==> src/rtl/uart_host_regs_pkg.sv <==
package uart_host_regs_pkg;
  localparam int BYTE_W = 8;

  // word offsets (byte address >> 2)
  localparam int OFF_RXTX   = 0;
  localparam int OFF_INTEN  = 1;
  localparam int OFF_INTID  = 2;
  localparam int OFF_LINE   = 3;
  localparam int OFF_MODEM  = 4;
  localparam int OFF_LSTAT  = 5;
  localparam int OFF_MSTAT  = 6;
  localparam int OFF_SCR    = 7;
  localparam int OFF_IRSEL  = 8;

  localparam int BANK_BIT   = 7;

  typedef enum logic [3:0] {
    SEL_NONE, SEL_RXBUF, SEL_DIVLO, SEL_INTEN, SEL_DIVHI, SEL_INTID,
    SEL_LINECTL, SEL_MODEMCTL, SEL_LINESTAT, SEL_MODEMSTAT, SEL_SCRATCH, SEL_IRSEL
  } regSelT;

  typedef struct packed {
    logic   wrTx;
    logic   wrDivLo;
    logic   wrDivHi;
    logic   wrIntEn;
    logic   wrFifoCtl;
    logic   wrLineCtl;
    logic   wrModemCtl;
    logic   wrScratch;
    logic   wrIrSel;
    logic   rdRxBuf;
    logic   popFifo;
    regSelT rdSel;
  } regStrobeT;
endpackage

==> src/rtl/uart_host_regs_ctrl.sv <==
module uart_host_regs_ctrl
  import uart_host_regs_pkg::*;
#(
  parameter int ADDR_W = 8
) (
  input  logic              busSel,
  input  logic              busWrite,
  input  logic [ADDR_W-1:0] busAddr,
  input  logic              bankSel,
  input  logic              fifoMode,
  input  logic              fifoEmpty,
  output regStrobeT         strobe
);
  localparam int OFF_W = ADDR_W - 2;

  logic [OFF_W-1:0] wordOff;
  logic rdEn, wrEn;

  assign wordOff = busAddr[ADDR_W-1:2];
  assign rdEn    = busSel & ~busWrite;
  assign wrEn    = busSel & busWrite;

  always_comb begin
    strobe       = '0;
    strobe.rdSel = SEL_NONE;
    if (rdEn) begin
      case (wordOff)
        OFF_W'(OFF_RXTX): begin
          if (bankSel) strobe.rdSel = SEL_DIVLO;
          else begin
            strobe.rdSel   = SEL_RXBUF;
            strobe.rdRxBuf = 1'b1;
            strobe.popFifo = fifoMode & ~fifoEmpty;
          end
        end
        OFF_W'(OFF_INTEN): strobe.rdSel = bankSel ? SEL_DIVHI : SEL_INTEN;
        OFF_W'(OFF_INTID): strobe.rdSel = SEL_INTID;
        OFF_W'(OFF_LINE):  strobe.rdSel = SEL_LINECTL;
        OFF_W'(OFF_MODEM): strobe.rdSel = SEL_MODEMCTL;
        OFF_W'(OFF_LSTAT): strobe.rdSel = SEL_LINESTAT;
        OFF_W'(OFF_MSTAT): strobe.rdSel = SEL_MODEMSTAT;
        OFF_W'(OFF_SCR):   strobe.rdSel = SEL_SCRATCH;
        OFF_W'(OFF_IRSEL): strobe.rdSel = SEL_IRSEL;
        default:           strobe.rdSel = SEL_NONE;
      endcase
    end
    if (wrEn) begin
      case (wordOff)
        OFF_W'(OFF_RXTX): begin
          if (bankSel) strobe.wrDivLo = 1'b1;
          else         strobe.wrTx    = 1'b1;
        end
        OFF_W'(OFF_INTEN): begin
          if (bankSel) strobe.wrDivHi = 1'b1;
          else         strobe.wrIntEn = 1'b1;
        end
        OFF_W'(OFF_INTID): strobe.wrFifoCtl  = 1'b1;
        OFF_W'(OFF_LINE):  strobe.wrLineCtl  = 1'b1;
        OFF_W'(OFF_MODEM): strobe.wrModemCtl = 1'b1;
        OFF_W'(OFF_SCR):   strobe.wrScratch  = 1'b1;
        OFF_W'(OFF_IRSEL): strobe.wrIrSel    = 1'b1;
        default: ;  // status offsets and unmapped space: no effect
      endcase
    end
  end
endmodule

==> src/rtl/uart_host_regs_datapath.sv <==
module uart_host_regs_datapath
  import uart_host_regs_pkg::*;
#(
  parameter int BUS_W = 32
) (
  input  logic              clk,
  input  logic              rstN,
  input  regStrobeT         strobe,
  input  logic [BUS_W-1:0]  busWData,
  output logic [BUS_W-1:0]  busRData,
  input  logic              rxPush,
  input  logic [BYTE_W-1:0] rxData,
  input  logic [BYTE_W-1:0] fifoHeadData,
  input  logic              fifoEmpty,
  input  logic [BYTE_W-1:0] iirIn,
  input  logic [BYTE_W-1:0] lsrIn,
  input  logic [BYTE_W-1:0] msrIn,
  output logic [BYTE_W-1:0] txData,
  output logic [BYTE_W-1:0] fcrData,
  output logic              fifoMode,
  output logic [BYTE_W-1:0] lcrOut,
  output logic [BYTE_W-1:0] ierOut,
  output logic [BYTE_W-1:0] mcrOut,
  output logic [2*BYTE_W-1:0] divisorOut,
  output logic [BYTE_W-1:0] irSelOut,
  output logic              rxReady
);
  logic [BYTE_W-1:0] wrByte;
  logic [BYTE_W-1:0] divLo, divHi, scratch, holdReg;
  logic              holdValid;
  logic [BYTE_W-1:0] charMask;
  logic [BYTE_W-1:0] rxByte;
  logic [BYTE_W-1:0] rdByte;

  assign wrByte = busWData[BYTE_W-1:0];

  // configuration registers, one per write strobe
  always_ff @(posedge clk) begin
    if (!rstN) begin
      lcrOut   <= '0;
      ierOut   <= '0;
      mcrOut   <= '0;
      divLo    <= '0;
      divHi    <= '0;
      scratch  <= '0;
      irSelOut <= '0;
      fifoMode <= 1'b0;
    end else begin
      if (strobe.wrLineCtl)  lcrOut   <= wrByte;
      if (strobe.wrIntEn)    ierOut   <= wrByte;
      if (strobe.wrModemCtl) mcrOut   <= wrByte;
      if (strobe.wrDivLo)    divLo    <= wrByte;
      if (strobe.wrDivHi)    divHi    <= wrByte;
      if (strobe.wrScratch)  scratch  <= wrByte;
      if (strobe.wrIrSel)    irSelOut <= wrByte;
      if (strobe.wrFifoCtl)  fifoMode <= wrByte[0];
    end
  end

  // single-character holding register for non-FIFO operation
  always_ff @(posedge clk) begin
    if (!rstN) begin
      holdReg   <= '0;
      holdValid <= 1'b0;
    end else if (strobe.wrFifoCtl) begin
      holdReg   <= '0;
      holdValid <= 1'b0;
    end else if (!fifoMode && rxPush) begin
      holdReg   <= rxData;
      holdValid <= 1'b1;
    end else if (!fifoMode && strobe.rdRxBuf) begin
      holdReg   <= '0;
      holdValid <= 1'b0;
    end
  end

  assign divisorOut = {divHi, divLo};
  assign txData     = wrByte;
  assign fcrData    = wrByte;
  assign rxReady    = fifoMode ? ~fifoEmpty : holdValid;

  // word length code 0..3 keeps 5..8 low bits
  assign charMask = {BYTE_W{1'b1}} >> (2'd3 - lcrOut[1:0]);
  assign rxByte   = (fifoMode ? fifoHeadData : holdReg) & charMask;

  always_comb begin
    unique case (strobe.rdSel)
      SEL_RXBUF:     rdByte = rxByte;
      SEL_DIVLO:     rdByte = divLo;
      SEL_INTEN:     rdByte = ierOut;
      SEL_DIVHI:     rdByte = divHi;
      SEL_INTID:     rdByte = iirIn;
      SEL_LINECTL:   rdByte = lcrOut;
      SEL_MODEMCTL:  rdByte = mcrOut;
      SEL_LINESTAT:  rdByte = {lsrIn[BYTE_W-1:1], rxReady};
      SEL_MODEMSTAT: rdByte = msrIn;
      SEL_SCRATCH:   rdByte = scratch;
      SEL_IRSEL:     rdByte = irSelOut;
      default:       rdByte = '0;
    endcase
  end

  assign busRData = BUS_W'(rdByte);
endmodule

==> src/rtl/uart_host_regs.sv <==
module uart_host_regs
  import uart_host_regs_pkg::*;
#(
  parameter int ADDR_W = 8,
  parameter int BUS_W  = 32
) (
  input  logic              clk,
  input  logic              rstN,
  input  logic              busSel,
  input  logic              busWrite,
  input  logic [ADDR_W-1:0] busAddr,
  input  logic [BUS_W-1:0]  busWData,
  output logic [BUS_W-1:0]  busRData,
  input  logic              rxPush,
  input  logic [7:0]        rxData,
  input  logic [7:0]        fifoHeadData,
  input  logic              fifoEmpty,
  output logic              fifoPop,
  input  logic [7:0]        iirIn,
  input  logic [7:0]        lsrIn,
  input  logic [7:0]        msrIn,
  output logic              txLoad,
  output logic [7:0]        txData,
  output logic              fcrWrite,
  output logic [7:0]        fcrData,
  output logic              fifoMode,
  output logic [7:0]        lcrOut,
  output logic [7:0]        ierOut,
  output logic [7:0]        mcrOut,
  output logic [15:0]       divisorOut,
  output logic [7:0]        irSelOut,
  output logic              rxReady
);
  regStrobeT strobe;

  uart_host_regs_ctrl #(.ADDR_W(ADDR_W)) uCtrl (
    .busSel    (busSel),
    .busWrite  (busWrite),
    .busAddr   (busAddr),
    .bankSel   (lcrOut[BANK_BIT]),
    .fifoMode  (fifoMode),
    .fifoEmpty (fifoEmpty),
    .strobe    (strobe)
  );

  uart_host_regs_datapath #(.BUS_W(BUS_W)) uData (
    .clk          (clk),
    .rstN         (rstN),
    .strobe       (strobe),
    .busWData     (busWData),
    .busRData     (busRData),
    .rxPush       (rxPush),
    .rxData       (rxData),
    .fifoHeadData (fifoHeadData),
    .fifoEmpty    (fifoEmpty),
    .iirIn        (iirIn),
    .lsrIn        (lsrIn),
    .msrIn        (msrIn),
    .txData       (txData),
    .fcrData      (fcrData),
    .fifoMode     (fifoMode),
    .lcrOut       (lcrOut),
    .ierOut       (ierOut),
    .mcrOut       (mcrOut),
    .divisorOut   (divisorOut),
    .irSelOut     (irSelOut),
    .rxReady      (rxReady)
  );

  assign txLoad   = strobe.wrTx;
  assign fcrWrite = strobe.wrFifoCtl;
  assign fifoPop  = strobe.popFifo;
endmodule

==> config.mk <==
export PLATFORM = sky130hd
export DESIGN_NAME = uart_host_regs
export DESIGN_NICKNAME = d
export VERILOG_FILES = /design/src/rtl/uart_host_regs_pkg.sv /design/src/rtl/uart_host_regs_ctrl.sv /design/src/rtl/uart_host_regs_datapath.sv /design/src/rtl/uart_host_regs.sv
export SDC_FILE = /design/constraint.sdc
export NUM_CORES = 1
export LEC_CHECK = 0
export BUFFER_PORTS_ARGS = -buffer_cell sky130_fd_sc_hd__clkbuf_2
export CORE_AREA = 2 2 92 94
export CTS_CLUSTER_SIZE = 30
export DETAILED_ROUTE_END_ITERATION = 10
export DIE_AREA = 0 0 94 96
export PLACE_DENSITY = 0.81
export SLEW_MARGIN = 20
export SYNTH_ARGS = -nofsm -noshare
export SYNTH_HDL_FRONTEND = slang
export SYNTH_HIERARCHICAL = 1
export SYNTH_SLANG_ARGS = --single-unit
==> constraint.sdc <==
create_clock -name clk -period 7.7 [get_ports clk]
set_input_delay 0.77 -clock clk [delete_from_list [all_inputs] [get_ports clk]]
set_output_delay 0.77 -clock clk [all_outputs]
set_load 0.02 [all_outputs]
Word level (Yosys, flattened, before mapping)
Cells that the tools add are included.
Storage, ports and cells
  latch bits: 0
  word-level logic and storage cells: 67
  ROM bits: 0
  memories kept: 0
  input bits: 86
  memory bits (writable): 0
  register bits after elaboration: 66
Cells by class
  shifts and indexed selects: 1
  multipliers: 0
  equal/unequal tests: 19
  bitwise operators: 7
  divide/modulo/power cells: 0
  order comparisons: 0
  mux-type cells: 23
  add/subtract/negate cells: 1
  reductions and logical operators: 6
Operator list (count)
  $pmux 8 s11: 1
  $pmux 4 s9: 1
  $eq 6x3->1 const B: 4
  $mux 8: 3
  $eq 4x3->1 const B: 4
  $eq 4x4->1 const B: 4
  $eq 6x2->1 const B: 2
  $mux 1: 10
  $mux 2: 5
  $mux 9: 1
  $and 8x8->8: 1
  $eq 4x2->1 const B: 2
  $shr 8x2->8 const A: 1
  $eq 6x1->1 const B: 1
  $eq 6x4->1 const B: 1
  $logic_not 6->1: 1
  $mux 6: 1
  $eq 4x1->1 const B: 1
  $and 1x1->1: 3
  $mux 3: 1
  $not 1->1: 3
  $logic_and 1x1->1: 2
  $reduce_bool 2->1: 1
  $reduce_or 2->1: 1
  other kinds (2): 2

Depth between registers and ports, before layout
  depth in word-level cells: 8
  mapped depth: 12

Modules after synthesis
The synthesis kept the hierarchy.
Modules (own cells, without submodules)
  uart_host_regs_datapath: cells each 387, instances 1, area each 3652.3 um^2, seq. area each 1321.3 um^2
  uart_host_regs_ctrl: cells each 40, instances 1, area each 260.2 um^2, seq. area each 0.0 um^2

Worst setup path before layout
No wires, ideal clock.
  kind: input -> output
  from: in busAddr[4]
  to: out busRData[7]
  arrival: 3014 ps
  path buffers: 3
  slack: 3916 ps
  stages: 10
  path through: buf_2 or3_4 or2_2 a31oi_1 buf_6 buf_4 nand2_1 nor2_1 nand4_1 a31oi_1
RTL lines
  start: declaration: line uart_host_regs.sv:11  | input logic [ADDR_W-1:0] busAddr,
  end: declaration: line uart_host_regs.sv:13  | output logic [BUS_W-1:0] busRData,

==> flow_metrics.tcl <==
set metrics [dict create \
    crit_family "simple AND/OR/NAND/NOR gates" \
    clock_path_buffers 2 \
    synth_top_area_share_pct 33.8 \
    final_cell_area_um2 4630 \
    syn_to_final_growth_pct 18.4 \
    synth-async-reset-ratio_pct 0 \
    synthTopCellsByArea "dfxtp_1 (34%), mux2i_1 (17%), nor2b_1 (9.6%), buf_4 (7.9%), a22oi_1 (3.3%)" \
    ir_drop_v 0.000123 \
    tightest_slew_ns 1.12 \
    yosysWarnings 6 \
    start_util_pct 48.6 \
    h-tree-depth 3 \
    cts_buffers 9 \
    grt_pass1_vias 3187 \
    p_switching_uw 195 \
    path_clk_slew_ns 0.07 \
    drive_gt1_share_pct 32.3 \
    die-area_um2 9020 \
    hold_ws_ns 0.508 \
    synth_common_cells "mux2i_1 (67), dfxtp_1 (66), nor2b_1 (60)" \
    fin_util_pct 57.5 \
    grt_start_max_net_pins 59 \
    total_power_uw 760 \
    gr-usage-all-layers_pct 23.8 \
    clkPwrFrac_pct 44.0 \
    grt_pass1_wl_mm 16.3 \
    wl_per_cell_um 17.2 \
    p_sw_share_pct 25.7 \
    crit_path_start_kind "input pin" \
    crit_fanout 17 \
    relSlewSlack_pct 24.8 \
    rsz0062_at_grt "no" \
    tritoncts "done" \
    n_antenna_cell 0 \
    leakage_nw 1.75 \
    fmax_mhz 214 \
    cts_hold_buf 0 \
    final_cells 637 \
    syn_inst 427 \
    period_minus_slack_ns 4.68 \
    place_inst 621 \
    status "complete, no violations" \
    placed_cell_area_um2 4400 \
    vias 3528 \
    yosys_most_used_dff "dfxtp_1" \
    skew_ns 0.00562 \
    rows 33 \
    power_frac_comb_pct 10.5 \
    setup_viol 0 \
    reg2reg_slack_ns 5.64 \
    cp.arrival_ns 3.91 \
    die_w_um 94 \
    drt-initial-drc-count 296 \
    maxSlewViolCount 0 \
    die_y_um 96 \
    maxCapViolCount 0 \
    synth_edf_count 0 \
    avgSynthCellArea_um2 9.16 \
    powerDensity_nw_per_um2 164 \
    io_buffers 135 \
    ys_seq_area_share_pct 33.8 \
    cts-root-buf "clkbuf_8" \
    drc 0 \
    hold_class "reg -> reg" \
    crit_chain "clkbuf_2 > or4b_4 > nor4b_1 > inv_1 > ha_1 > o21a_1 > nor2_1 > nand2b_1 > o221ai_1 > clkbuf_2" \
    path_class "in -> out" \
    intPower_uw 565 \
    clock-sinks 66 \
    yosysMostFrequentCell "mux2i_1" \
    crit_buf_inv 3 \
    critPathMostFrequentCell "clkbuf_2" \
    ant_nets 0 \
    grt-ovfl-total 0 \
    setup_tns_ns 0 \
    drt_first_pass_iters 6 \
    cp.required_ns 6.93 \
    via_per_inst 5.54 \
    place_hpwl_mm 7.69 \
    synth_seq_cells 66 \
    ioPinCount 187 \
    power_frac_seq_pct 45.5 \
    postCtsSetupRepairBufs 0 \
    max_stage_delay_ns 0.59 \
    ctsResizeCount 0 \
    hold_viol_final 0 \
    endpoint_kind "primary output" \
    antenna_found_initial 0 \
    fin_crit_sh_pct 60.8 \
    layout.nets 616 \
    setup_slack_ns 3.02 \
    worstSkewPairLatency_ns 0.34 \
    drt-total-wl_mm 10.9 \
    syn_area_um2 3910 \
    synth_top_area_cell "dfxtp_1" \
    pre_cts_slack_ns 3.05 \
    ys_types 52 \
    gp_congestion 0.877 \
    core_um2 8050 \
    cpMaxStageDelayCell "or4b_4" \
]
## worst min-delay path: stages, from the launching register on
cell and delay [ns]:
dfxtp_1 0.34, a21oi_1 0.06, nor2_1 0.07
## routing by layer
layer	vias to the layer above	wire length, µm	track usage (%)	share of wire, %
li1	1652	-	-	-
met1	1646	4740	31.3	43
met2	209	4950	37.6	45
met3	21	1050	5.32	9.6
met4	0	202	10.4	1.8
met5	-	0	0	0
## power by group through the flow
stage | Clock (mW) | Sequential (mW) | Combinational (mW)
6_report | 0.335 | 0.346 | 0.0796
3_5_place_dp | 0 | 0.354 | 0.0788
2_1_floorplan | 0 | 0.354 | 0.0625
3_3_place_gp | 0 | 0.354 | 0.0777
4_1_cts | 0.340 | 0.346 | 0.0792
5_1_grt | 0.353 | 0.346 | 0.0864
## final timing paths
kind,startpoint,endpoint,cells after the start
min,uData/holdValid,uData/holdValid,2
min reg2reg,uData/holdValid,uData/holdValid,2
max reg2reg,uData/lcrOut[7],uData/ierOut[5],4
max,busAddr[7],busRData[0],10
## flip-flops by register name, summed over array words and instances (netlist names)
signal           count
uData/fifoMode       1
uData/lcrOut         8
uData/holdReg        8
uData/scratch        8
uData/irSelOut       8
uData/mcrOut         8
uData/holdValid      1
uData/divHi          8
uData/divLo          8
uData/ierOut         8
## layout by cell type, fill, tap and decap left out, types with 4 or more instances in the layout
master      n
a21oi_1    12
a22oi_1    17
a31oi_1     8
clkbuf_2  135
clkbuf_8   10
conb_1     24
dfxtp_1    66
mux2_2      4
mux2i_1    67
nand2_1    18
nand2b_1    4
nor2_1     28
nor2b_1    60
o21ai_0    11
## layout make-up
| type | instances | area (µm²) |
|---|---|---|
| clock inverters | 6 | 88.8 |
| clock buffers | 10 | 138 |
| fillers | 707 | 3420 |
| well taps | 105 | 131 |
| repair buffers | 137 | 691 |
| multi-input cells | 310 | 2250 |
| inverters | 3 | 13.8 |
| flip-flops and latches | 66 | 1320 |
## logic make-up (layout without fill, tap and decap cells)
logic type / Yosys count / in the layout / share of synthesized area, %
compound gates: 73 / 73 / 12.7
fa+ha+maj: 3 / 3 / 0.959
buf+inv: 74 / 156 / 11.8
flops: 66 / 66 / 33.8
mux: 76 / 76 / 21.1
other cells: 1 / 24 / 0.0958
simple gates: 134 / 134 / 19.6
Note: power is estimated with default switching activity, not from simulation.
